### src/rtl/pwm2l_pkg.sv
package pwm2l_pkg;

    typedef enum logic {
        MODE_SPLIT  = 1'b0,
        MODE_GLOBAL = 1'b1
    } pwm_mode_e;

    // Ticks in one period: full master window times the number of individual steps.
    function automatic int unsigned period_ticks(input int unsigned lvl_w);
        return ((32'd1 << lvl_w) - 32'd1) * (32'd1 << lvl_w);
    endfunction

endpackage

### src/rtl/pwm2l_period_cnt.sv
module pwm2l_period_cnt #(
    parameter int unsigned PERIOD = 240,
    parameter int unsigned VAL_W  = 8
) (
    input  logic             clk,
    input  logic             rst_n,
    input  logic             tick_i,
    input  logic             any_en_i,
    output logic             run_o,
    output logic [VAL_W-1:0] cnt_o,
    output logic             load_o
);
    localparam logic [VAL_W-1:0] LAST = VAL_W'(PERIOD - 1);

    typedef struct packed {
        logic             run;
        logic [VAL_W-1:0] cnt;
    } cnt_st_t;

    cnt_st_t st_d, st_q;
    logic    at_last;

    always_comb begin
        st_d     = st_q;
        at_last  = (st_q.cnt == LAST);
        st_d.run = any_en_i;
        if (!st_q.run) begin
            st_d.cnt = '0;
        end else if (tick_i) begin
            st_d.cnt = at_last ? '0 : st_q.cnt + VAL_W'(1);
        end
    end

    always_ff @(posedge clk or negedge rst_n) begin
        if (!rst_n) begin
            st_q <= '0;
        end else begin
            st_q <= st_d;
        end
    end

    // Duty values are reloaded while stopped and at every wrap.
    assign load_o = !st_q.run || (tick_i && at_last);
    assign run_o  = st_q.run;
    assign cnt_o  = st_q.cnt;

endmodule

### src/rtl/pwm2l_duty_calc.sv
module pwm2l_duty_calc
    import pwm2l_pkg::*;
#(
    parameter int unsigned N_OUT  = 17,
    parameter int unsigned LVL_W  = 4,
    parameter int unsigned GLB_W  = 8,
    parameter int unsigned VAL_W  = 8,
    parameter int unsigned PERIOD = 240
) (
    input  logic                   glob_mode_i,
    input  logic [LVL_W-1:0]       master_i,
    input  logic [GLB_W-1:0]       glob_i,
    input  logic [N_OUT*LVL_W-1:0] indiv_i,
    output logic [N_OUT*VAL_W-1:0] duty_o
);
    localparam int unsigned PROD_W = 2 * LVL_W + 1;

    pwm_mode_e        mode;
    logic [VAL_W-1:0] glob_clamped;

    assign mode = pwm_mode_e'(glob_mode_i);

    always_comb begin
        if (32'(glob_i) > PERIOD) begin
            glob_clamped = VAL_W'(PERIOD);
        end else begin
            glob_clamped = VAL_W'(glob_i);
        end
    end

    for (genvar i = 0; i < N_OUT; i++) begin : g_out
        logic [PROD_W-1:0] steps;
        logic [PROD_W-1:0] prod;

        always_comb begin
            steps = PROD_W'(indiv_i[i*LVL_W +: LVL_W]) + PROD_W'(1);
            prod  = PROD_W'(master_i) * steps;
            if (mode == MODE_GLOBAL) begin
                duty_o[i*VAL_W +: VAL_W] = glob_clamped;
            end else begin
                duty_o[i*VAL_W +: VAL_W] = VAL_W'(prod);
            end
        end
    end

endmodule

### src/rtl/pwm2l_chan.sv
module pwm2l_chan #(
    parameter int unsigned VAL_W = 8
) (
    input  logic             clk,
    input  logic             rst_n,
    input  logic             load_i,
    input  logic [VAL_W-1:0] duty_i,
    input  logic [VAL_W-1:0] cnt_i,
    input  logic             pwm_en_i,
    input  logic             static_i,
    output logic [VAL_W-1:0] duty_o,
    output logic             pin_n_o
);
    typedef struct packed {
        logic [VAL_W-1:0] duty;
        logic             pin_n;
    } chan_st_t;

    chan_st_t st_d, st_q;

    always_comb begin
        st_d = st_q;
        if (load_i) begin
            st_d.duty = duty_i;
        end
        if (pwm_en_i) begin
            st_d.pin_n = !(cnt_i < st_q.duty);
        end else begin
            st_d.pin_n = static_i;
        end
    end

    always_ff @(posedge clk or negedge rst_n) begin
        if (!rst_n) begin
            st_q.duty  <= '0;
            st_q.pin_n <= 1'b1;
        end else begin
            st_q <= st_d;
        end
    end

    assign duty_o  = st_q.duty;
    assign pin_n_o = st_q.pin_n;

endmodule

### src/rtl/pwm2l_top.sv
module pwm2l_top
    import pwm2l_pkg::*;
#(
    parameter int unsigned N_OUT = 17,
    parameter int unsigned LVL_W = 4,
    parameter int unsigned GLB_W = 8
) (
    input  logic                   clk,
    input  logic                   rst_n,
    input  logic                   osc_tick,
    output logic                   osc_run,
    input  logic                   glob_mode,
    input  logic [LVL_W-1:0]       master_lvl,
    input  logic [GLB_W-1:0]       glob_lvl,
    input  logic [N_OUT*LVL_W-1:0] indiv_lvl,
    input  logic [N_OUT-1:0]       pwm_en,
    input  logic [N_OUT-1:0]       static_lvl,
    output logic [N_OUT-1:0]       pin_n
);
    localparam int unsigned PERIOD = period_ticks(LVL_W);
    localparam int unsigned VAL_W  = $clog2(PERIOD + 1);

    logic                   load_w;
    logic [VAL_W-1:0]       cnt_w;
    logic [N_OUT*VAL_W-1:0] duty_new;
    logic [N_OUT*VAL_W-1:0] duty_all;

    pwm2l_period_cnt #(
        .PERIOD (PERIOD),
        .VAL_W  (VAL_W)
    ) u_cnt (
        .clk      (clk),
        .rst_n    (rst_n),
        .tick_i   (osc_tick),
        .any_en_i (|pwm_en),
        .run_o    (osc_run),
        .cnt_o    (cnt_w),
        .load_o   (load_w)
    );

    pwm2l_duty_calc #(
        .N_OUT  (N_OUT),
        .LVL_W  (LVL_W),
        .GLB_W  (GLB_W),
        .VAL_W  (VAL_W),
        .PERIOD (PERIOD)
    ) u_calc (
        .glob_mode_i (glob_mode),
        .master_i    (master_lvl),
        .glob_i      (glob_lvl),
        .indiv_i     (indiv_lvl),
        .duty_o      (duty_new)
    );

    for (genvar i = 0; i < N_OUT; i++) begin : g_ch
        pwm2l_chan #(
            .VAL_W (VAL_W)
        ) u_ch (
            .clk      (clk),
            .rst_n    (rst_n),
            .load_i   (load_w),
            .duty_i   (duty_new[i*VAL_W +: VAL_W]),
            .cnt_i    (cnt_w),
            .pwm_en_i (pwm_en[i]),
            .static_i (static_lvl[i]),
            .duty_o   (duty_all[i*VAL_W +: VAL_W]),
            .pin_n_o  (pin_n[i])
        );
    end

endmodule

### config.mk
export PLATFORM = sky130hd
export DESIGN_NAME = pwm2l_top
export DESIGN_NICKNAME = d
export VERILOG_FILES = /design/src/rtl/pwm2l_pkg.sv /design/src/rtl/pwm2l_period_cnt.sv /design/src/rtl/pwm2l_duty_calc.sv /design/src/rtl/pwm2l_chan.sv /design/src/rtl/pwm2l_top.sv
export SDC_FILE = /design/constraint.sdc
export NUM_CORES = 1
export LEC_CHECK = 0
export BUFFER_PORTS_ARGS = -buffer_cell sky130_fd_sc_hd__buf_2
export CAP_MARGIN = 40
export CORE_MARGIN = 2
export CORE_UTILIZATION = 55
export CTS_BUF_LIST = sky130_fd_sc_hd__clkbuf_2
export DETAILED_ROUTE_END_ITERATION = 10
export PLACE_DENSITY = 0.74
export REMOVE_ABC_BUFFERS = 1
export SLEW_MARGIN = 20
export SYNTH_ARGS = -nofsm -noshare
export SYNTH_HDL_FRONTEND = slang
export SYNTH_SLANG_ARGS = --single-unit
### constraint.sdc
create_clock -name clk -period 2.8 [get_ports clk]
set_input_delay 0.14 -clock clk [delete_from_list [all_inputs] [get_ports clk]]
set_output_delay 0.14 -clock clk [all_outputs]
set_load 0.05 [all_outputs]
==> impl_results.md, run 1 <==
* Area grow syn2layout at 18.4%
* H-tree lvl count at 4
* Post-Synthesis Cells at around 2100
* Max Freq at 0.377 GHz
* Drt first pass iters at 5
* Layout cells sized above 1 at 0.167
* Mapped cell area at 19000 sq um
* R2R setup slack at ~150 ps
* Slowest cell delay on critical path at roughly 570 ps
* Worst-path fanout max at 40
* RSZ-0062 raised after global routing: no
* Longest Clk Path Bufs at 2
* Rel. slew slack at 0.571
* P_int at between 6 and 7 mW
* Yosys cell types at 43
* CP max stage cell: dlygate4sd3_1
* Sequential share of power at 0.273
* Worst R2R Path Depth at 8
* Routed Antenna Nets at 0
* Final period utilization at 0.948
* Worst Hold Depth at 6
* MaxCap Viol Count at 0
* Synth top area share at 0.213
* Clock transition at path regs at approximately 280 ps
* Initial DRC Count at about 1100
* TritonCTS Sinks at 162
* Initial Utilization at 0.555
* WS Path Type: reg2reg
* HP Start: indiv_lvl[4]
* Syn. warnings at 0
* Final GP Congestion at around 0.87
* RR Startpoint: u_cnt.cnt_o[0]
* Worst hold margin at 51.5 ps
* Min Tclk post-route at around 2700 ps
* Critical path launch point: u_cnt.cnt_o[0]
* Final net count at around 3000
* Largest cells by area after synthesis: ha_1, dfrtp_1, fa_1
* VDD IR-drop max at 0.359 mV
* Routed wl met2 at 25000 microns
* Yosys reg bits at 162
* Commonest cells after routing, fill and taps aside: ha_1, inv_1, buf_4
* Die area at around 36000 sq um
* Slew Viols, Final at 0
* Core Footprint at between 30000 and 40000 sq um
* Mean Syn Cell Area at around 9 sq um
* Final Hold Viols at 0
* Remaining DRCs at 0
* WL per Instance at around 18 microns
* Vias per cell at between 5 and 6
* Vias in the first global route at 17400
* Top FF cell, synth: dfrtp_1
* CTS buffer count at 17
* GR Overflow Total at 0
* Final HPWL DP at ~38000 microns
* Net switching power figure at just under 5 mW
* Antenna violations before repair at 1
* Max Used Layer: met4
* I/O pin cnt at between 100 and 150
* Combinational Power Share at 0.605
* Clk Latency, worst-skew pair at between 700 and 800 ps
* Vias post-DR at 16900
* Arr. time, crit path at roughly 3400 ps
* I/O Buffers at around 140
* Clock share of power at 0.122
* Ys async rst share at 1.00
* Crit path capture type: flip-flop
* Sw Share at 0.438
* Slew @ Worst Pin at roughly 640 ps
* Clk Tree Root Cell: clkbuf_2
* Outcome: finished, final reports clean
* Crit path cell chain: ha_1, nand2_2, o41ai_2, buf_12, buf_4, o211ai_1, dlygate4sd3_1, o21a_1
* Clock skew at slightly below 50 ps
* # Post-CTS Setup Buffers at 0
* Yosys top cell by area: ha_1
* Number of enable flip-flop cells after synthesis at 0
* GRT Resource Usage Total at 0.294
* Global-route wire length before repair at about 85000 microns
* Hold Crit Class: in2reg
* LEAKAGE at 12.1 nW
* Worst path required time at between 3000 and 4000 ps
* Seq/Total Area, Yosys at 0.214
* TritonCTS clock tree: yes
* Final setup violation count at 0
* Met1 WL at roughly 22000 microns
* PD cells at around 500 nW/um^2
* Met3 wire length at ~3200 microns
* Num rows at 68
* Routed WL at 51900 microns
* Most common cell after layout, fill and taps aside: ha_1
* Die Y at 190 microns
* Pin count of the biggest net entering global routing at 95
* Post-Route Utilization at 0.657
* Horiz. Die Dim at 190 microns
* Setup crit start kind: flip-flop
worst max-delay path, delay by kind of cell (launching register included):
kind	cells	cell delay [ps]
buffers and inverters	3	1160
adders and majority gates	1	210
and+or+nand+nor	1	90
AOI/OAI and AO/OA	3	710
DFF	1	420
synth_stat cells, types with 12 or more instances:
master	number
a41oi_1	18
a211oi_1	34
a21o_1	51
clkbuf_1	55
and3_1	18
nand2_1	167
o211ai_1	34
dfrtp_1	145
nor2_1	56
nand3_1	20
o21bai_1	17
nand4_1	18
a221o_1	17
nor2b_1	103
and2_1	106
a21oi_1	165
buf_2	15
o21ai_0	126
xnor2_1	38
fa_1	102
o211a_1	17
nand2b_1	53
buf_6	14
inv_1	232
ha_1	324
dfstp_2	17
o41a_1	12
buf_4	22
o21a_1	23
xor2_1	87
area by class of cell:
class | count | area [sq um]
multi-input cells | 1635 | 13500
fillers | 2837 | 11800
flip-flops and latches | 162 | 4080
repair buffers | 432 | 3270
inverters | 233 | 875
well taps | 455 | 569
clock inverters | 14 | 153
clock buffers | 18 | 90.1
diodes | 2 | 5.00
metal layers:
metal	up-vias	track usage
met5	-	0
li1	7963	-
met3	110	0.0402
met2	505	0.499
met4	0	0.0909
met1	8298	0.391
timing repair:
action / in CTS / in global routing
hold endpoints to repair: 197 / 0
endpoints found under the setup margin: 0 / 1
gates resized for setup: 0 / 1
hold buffers: 72 / 0
state kept, by name, indices dropped and copies added, names as in the netlist:
register           count
u_cnt.cnt_o            8
u_cnt.run_o            1
g_ch.u_ch.duty_o     136
g_ch.u_ch.pin_n_o     17
kinds of logic after synthesis:
group           share of synthesized area
buf+inv                            0.0781
fa+ha+maj                           0.320
simple gates                        0.151
flops                               0.214
mux                              0.000526
compound gates                      0.178
xor+xnor                           0.0575
final timing paths:
check | to
min reg2reg | g_ch[0].u_ch.duty_o[1]
max | g_ch[10].u_ch.duty_o[0]
max reg2reg | g_ch[10].u_ch.duty_o[0]
max in group asynchronous | g_ch[5].u_ch.pin_n_o
min in group asynchronous | g_ch[15].u_ch.pin_n_o
min | g_ch[1].u_ch.duty_o[1]
per-stage QoR:
stage | cell area, sq um | std cells | power (mW) | worst slack, ps | setup TNS [ps]
floorplan | 18400 | 2030 | 7.18 | -5860 | -525400
global placement | 21500 | 2843 | 9.18 | -497 | -23520
detailed placement | 21500 | 2845 | 9.55 | -643 | -29430
CTS | 22500 | 2949 | 11.1 | 157 | 0
global route | 22500 | 2950 | 12.1 | 28.5 | 0
finish | 22500 | 2951 | 11.1 | 146 | 0
power groups by stage:
stage	Clock [mW]	Combinational, mW	Sequential [mW]
2_1_floorplan	0	3.69	3.50
3_3_place_gp	0	6.12	3.06
6_report	1.36	6.72	3.03
3_5_place_dp	0	6.47	3.08
4_1_cts	1.36	6.67	3.03
5_1_grt	1.47	7.54	3.07
Power figures use the tool's default switching activity.
==> run 2, diff against run 1 <==
--- a/config.mk
+++ b/config.mk
@@ -6,10 +6,10 @@
 export NUM_CORES = 1
 export LEC_CHECK = 0
 export BUFFER_PORTS_ARGS = -buffer_cell sky130_fd_sc_hd__buf_2
-export CAP_MARGIN = 40
+export CAP_MARGIN = 20
 export CORE_MARGIN = 2
 export CORE_UTILIZATION = 55
-export CTS_BUF_LIST = sky130_fd_sc_hd__clkbuf_2
+export CTS_BUF_LIST = sky130_fd_sc_hd__clkbuf_16
 export DETAILED_ROUTE_END_ITERATION = 10
 export PLACE_DENSITY = 0.74
 export REMOVE_ABC_BUFFERS = 1
==> run 2 against run 1 <==
  * Clock skew decreased by 35 ps
  * Die area is the same
  * Combinational power increased by 7.7%
  * Cell area up 4.2%
  * Total power grew 16%
  * Critical path type is now in2reg
  * Largest cell class unchanged
  * Largest power group unchanged
  * Highest routed layer unchanged
==> impl_results.md, run 2 (synthesis results as in run 1) <==
* Outcome: finished, final reports clean
* WS Path Type: in2reg
* Longest Clk Path Bufs at 2
* Worst hold margin at roughly 10 ps
* Vias in the first global route at about 18000
* H-tree lvl count at 4
* I/O Buffers at approximately 140
* LEAKAGE at roughly 12 nW
* Die Y at approximately 190 microns
* Slew Viols, Final at 0
* Arr. time, crit path at between 3000 and 4000 ps
* Hold Crit Class: in2reg
* Design Power at between 10 and 15 mW
* Most common cell after layout, fill and taps aside: ha_1
* Final setup violation count at 0
* WL per Instance at 18.6 microns
* Routed WL at roughly 54000 microns
* CTS buffer count at 17
* Area grow syn2layout at 23.4%
* Final Hold Viols at 0
* Layout cells sized above 1 at 0.240
* Drt first pass iters at 5
* MaxCap Viol Count at 0
* TritonCTS clock tree: yes
* Vias post-DR at 16900
* Worst path required time at just over 3000 ps
* Die area at 36100 sq um
* Clock transition at path regs at around 70 ps
* Worst-path fanout max at 4
* Post-Route Utilization at 0.684
* Slew @ Worst Pin at between 1000 and 1500 ps
* Clk Latency, worst-skew pair at about 440 ps
* Pin count of the biggest net entering global routing at 95
* Crit path capture type: flip-flop
* Vias per cell at approximately 5.8
* I/O pin cnt at between 100 and 150
* Max reg flops at about 140
* Min Tclk post-route at between 2000 and 3000 ps
* Setup crit start kind: primary input
* Antenna violations before repair at 2
* GR Overflow Total at 0
* Num rows at slightly below 70
* TritonCTS Sinks at 162
* Global-route wire length before repair at 86200 microns
* Initial Utilization at 0.555
* Initial DRC Count at roughly 1100
* RSZ-0062 raised after global routing: yes
* VDD IR-drop max at between 0.4 and 0.5 mV
* Inst Count DP at about 2800
* Remaining DRCs at 0
* Max Freq at between 0.3 and 0.4 GHz
* Rel. slew slack at 0.285
* Horiz. Die Dim at between 150 and 200 microns
* R2R setup slack at between 500 and 600 ps
* Clk Tree Root Cell: clkbuf_16
* Final period utilization at 0.987
* Routed Antenna Nets at 0
* Final GP Congestion at 0.866
* Commonest cells after routing, fill and taps aside: ha_1, inv_1, buf_4
* Core Footprint at 34300 sq um
* Clock skew at around 14 ps
* Fin cells at 2905
* Final HPWL DP at roughly 38000 microns
* GRT Resource Usage Total at 0.298
* Pre-CTS setup slack at -623 ps
* Final net count at between 2000 and 3000
* Setup ws final at roughly 37 ps
* PD cells at 547 nW/um^2
-- run 2: changes by cell type in the layout (fill, tap and decap cells not counted), sizes merged --
cell         previous run  this run
clkinv                  7         5
dlygate4sd3            71         9
clkinvlp                1         2
buf                   361       376
clkbuf                 18        17
diode                   2         3
bufinv                  2         4
-- run 2: per-layer routing --
layer,GRT usage,share of wire,up-vias
met3,0.0445,0.065,140
li1,-,-,7852
met2,0.507,0.49,567
met4,0.105,0.033,0
met5,0,0,-
met1,0.387,0.42,8370
-- run 2: layout make-up --
type | instances | area, sq um
Clock inverter | 15 | 208
Timing Repair Buffer | 385 | 2750
Clock buffer | 17 | 425
Antenna cell | 3 | 7.51
Fill cell | 2680 | 10800
Sequential cell | 162 | 4080
Multi-Input combinational cell | 1635 | 14600
Inverter | 233 | 875
Tap cell | 455 | 569
-- run 2: final timing paths --
kind                                      endpoint  cells after the start                    from
max in group asynchronous    g_ch[10].u_ch.pin_n_o                      3                   rst_n
setup / recovery           g_ch[11].u_ch.duty_o[6]                     14           indiv_lvl[44]
hold reg to reg             g_ch[9].u_ch.duty_o[1]                      2  g_ch[9].u_ch.duty_o[1]
min in group asynchronous   g_ch[0].u_ch.duty_o[7]                      2                   rst_n
hold / removal                g_ch[9].u_ch.pin_n_o                      3           static_lvl[9]
setup reg to reg              g_ch[6].u_ch.pin_n_o                      7          u_cnt.cnt_o[1]
-- run 2: through the flow --
step	area, sq um	setup TNS, ps
floorplan	18400	-525400
detailed placement	21500	-29530
finish	23500	0
global placement	21500	-23520
CTS	22500	-8.87
global route	23500	-479
-- run 2: worst max-delay path, cell delays in order --
cell	delay [ps]
buf_2	120
ha_4	170
xor2_4	170
nand2_1	90
fa_1	490
inv_1	50
fa_1	510
buf_4	170
fa_2	390
a21o_1	190
a21oi_2	150
xor2_1	200
o211a_1	170
a21oi_1	50
-- run 2: timing repair --
| item | 4_1_cts | 5_1_grt |
|---|---|---|
| setup buffers | 2 | 16 |
| endpoints found under the setup margin | 32 | 46 |
| hold buffers | 9 | 0 |
| gates resized for setup | 72 | 136 |
| hold endpoints to repair | 60 | 0 |
| pin swaps | 20 | 124 |
-- run 2: report_power, final --
group          switching (mW)  internal (mW)  total, mW
clock                    1.06           1.51       2.56
sequential              0.206           2.83       3.04
combinational            4.03           3.21       7.24
==> run 3, diff against run 2 <==
--- a/config.mk
+++ b/config.mk
@@ -5,11 +5,13 @@
 export SDC_FILE = /design/constraint.sdc
 export NUM_CORES = 1
 export LEC_CHECK = 0
+export ABC_AREA = 1
 export BUFFER_PORTS_ARGS = -buffer_cell sky130_fd_sc_hd__buf_2
 export CAP_MARGIN = 20
 export CORE_MARGIN = 2
 export CORE_UTILIZATION = 55
 export CTS_BUF_LIST = sky130_fd_sc_hd__clkbuf_16
+export CTS_CLUSTER_SIZE = 24
 export DETAILED_ROUTE_END_ITERATION = 10
 export PLACE_DENSITY = 0.74
 export REMOVE_ABC_BUFFERS = 1
==> run 3 against run 2 <==
  * Critical path depth up 2
  * Final cell count up 29%
  * Clock-buffer cell count unchanged
  * Sequential power about the same
  * Worst setup slack better by 74 ps
  * Critical endpoint is now g_ch[13].u_ch.duty_o[6]
  * Highest routed layer unchanged
==> impl_results.md, run 3 <==
* Outcome: finished, final reports clean
* Area grow syn2layout at 19.0%
* PD cells at 531 nW/um^2
* Number of cells on the critical path at 16
* Clock transition at path regs at 70 ps
* I/O Buffers at roughly 140
* Clk Tree Root Cell: clkbuf_16
* Area of the multi-input gates at around 14000 sq um
* Worst path required time at between 3000 and 4000 ps
* Seq/Total Area, Yosys at 0.201
* WS Path Type: in2reg
* Synth top area share at 0.199
* Die area at a little under 40000 sq um
* Max Freq at ~0.37 GHz
* Final GP Congestion at slightly below 0.9
* Final HPWL DP at just over 40000 microns
* Number of enable flip-flop cells after synthesis at 0
* Setup crit start kind: primary input
* Yosys top cell by area: ha_1
* Routed WL at 57500 microns
* Fillers at 3134
* Yosys reg bits at around 160
* Top FF cell, synth: dfrtp_1
* Arr. time, crit path at between 2000 and 3000 ps
* Final net count at 3798
* Remaining DRCs at 0
* Top cells by count, synth: nand2_1, inv_1, nor2_1
* Design Power at between 10 and 15 mW
* TritonCTS clock tree: yes
* Worst-path fanout max at 4
* MaxCap Viol Count at 0
* Rel. slew slack at 0.284
* LEAKAGE at around 14 nW
* Mapped cell area at between 20000 and 25000 sq um
* Pin count of the biggest net entering global routing at 227
* Min Tclk post-route at between 2000 and 3000 ps
* Worst R2R Path Depth at 9
* Initial DRC Count at ~1200
* Instance area at placement at ~23000 sq um
* Final period utilization at 0.961
* Fin area at 24200 sq um
* Drt first pass iters at 5
* Worst path buffer plus inverter count at 4
* Register Area at a little over 4000 sq um
* Vias post-DR at just under 20000
* Crit path capture type: flip-flop
* Mean Syn Cell Area at ~6.9 sq um
* Layout cells sized above 1 at 0.146
* Longest Clk Path Bufs at 2
* Clock skew at roughly 9.0 ps
* Hold Crit Class: in2reg
* Max reg flops at around 140
* Ys async rst share at 1.00
* Most common cell after layout, fill and taps aside: nand2_1
* Largest cells by area after synthesis: ha_1, dfrtp_1, nand2_1
* Slew @ Worst Pin at 1070 ps
* Horiz. Die Dim at 196 microns
* TritonCTS Sinks at between 150 and 200
* CTS buffer count at 17
* I/O pin cnt at around 140
* Die Y at a little under 200 microns
* Yosys cell types at 34
* CP max stage cell: fa_1
* Num rows at 70
* GRT Resource Usage Total at 0.304
* Slowest cell delay on critical path at 530 ps
* Most numerous cell in the Yosys netlist: nand2_1
* Final Hold Viols at 0
* Antenna violations before repair at 1
* Worst Hold Depth at 3
* VDD IR-drop max at approximately 0.55 mV
* Core Footprint at 36500 sq um
* Final setup violation count at 0
* GR Overflow Total at 0
* Initial Utilization at 0.556
* Routed Antenna Nets at 0
* Most used cell, CP: inv_1
* Delay-heaviest family, CP: adder cells
* Commonest cells after routing, fill and taps aside: nand2_1, inv_1, nor2_1
* Slew Viols, Final at 0
* H-tree lvl count at 4
* Syn. warnings at 0
* Vias in the first global route at around 20000
* Crit path cell chain: buf_2, ha_1, xor2_2, inv_1, nor2_1, fa_1, inv_1, fa_1, inv_1, ha_4, nand2_1, nand2_1, a21oi_1, or2_2, nand3_1, a21oi_2
* Post-Synthesis Cells at 2939
* Global-route wire length before repair at between 90000 and 100000 microns
* Vias per cell at 5.29
* Clk Latency, worst-skew pair at ~440 ps
* WL per Instance at ~15 microns
## run 3: cell types whose count changed in the layout (fill, tap and decap cells not counted), moves of 42 or more
cell,change
nor2_1,+326
nor2b_1,-102
dlygate4sd3_1,+43
nand3_1,+105
xor2_1,-42
a31oi_1,+62
a21oi_1,-44
nand2b_1,-53
o21ai_0,-50
and2_1,-91
nand2_1,+621
inv_1,+322
a21o_1,-51
## run 3: metrics by stage
step	hold slack [ps]	util	worst slack [ps]	TNS, ps	cells
5_1_grt	40.2	0.662	-9.44	-22.8	3736
4_1_cts	0.171	0.656	74.5	0	3734
6_report	8.02	0.662	110	0	3736
3_5_place_dp	249	0.624	-358	-15380	3650
2_1_floorplan	-156	-	-1520	-150880	2836
3_3_place_gp	243	0.624	-234	-10700	3650
## run 3: timing repair
item / 4_1_cts / 5_1_grt
setup buffers: 0 / 1
hold buffers: 52 / 0
setup endpoints to repair: 0 / 30
endpoints found under the hold margin: 85 / 0
resized for setup: 0 / 31
## run 3: final timing paths
kind / from / to / slack (ps)
setup / recovery: indiv_lvl[52] / g_ch[13].u_ch.duty_o[6] / 110
hold reg to reg: g_ch[8].u_ch.duty_o[7] / g_ch[8].u_ch.duty_o[7] / 520
setup reg to reg: u_cnt.cnt_o[5] / g_ch[11].u_ch.pin_n_o / 260
hold / removal: osc_tick / u_cnt.cnt_o[1] / 8
max in group asynchronous: rst_n / g_ch[0].u_ch.pin_n_o / 1630
min in group asynchronous: rst_n / g_ch[10].u_ch.duty_o[5] / 310
## run 3: cell type report
class                      count  share of cell area
timing repair buffer         399               0.124
sequential                   162               0.168
multi-input combinational   2116               0.571
inverter                     558              0.0867
tap                          468              0.0242
antenna                        1            0.000103
clock buffer                  17              0.0176
clock inverter                15             0.00848
## run 3: kinds of logic after synthesis
logic type | synth area share
compound gates | 0.0815
flops | 0.201
xor+xnor | 0.0155
simple gates | 0.271
buf+inv | 0.132
fa+ha+maj | 0.300
## run 3: worst register-to-register path: cells and delay by family, from the launching register on
kind                       cells  cell delay (ps)
buffers and inverters          2              990
and+or+nand+nor                4              450
DFF                            1              340
AOI/OAI and AO/OA              2              340
adders and majority gates      1              330
## run 3: report_power, final
| part | switching [mW] | internal [mW] |
|---|---|---|
| registers | 0.223 | 2.85 |
| logic | 4.38 | 2.84 |
| clock network | 1.04 | 1.50 |
## run 3: layer usage
metal,GRT usage,share of wire,vias up
li1,-,-,9751
met1,0.357,0.40,9290
met2,0.556,0.50,571
met3,0.0354,0.051,157
met4,0.140,0.045,0
met5,0,0,-
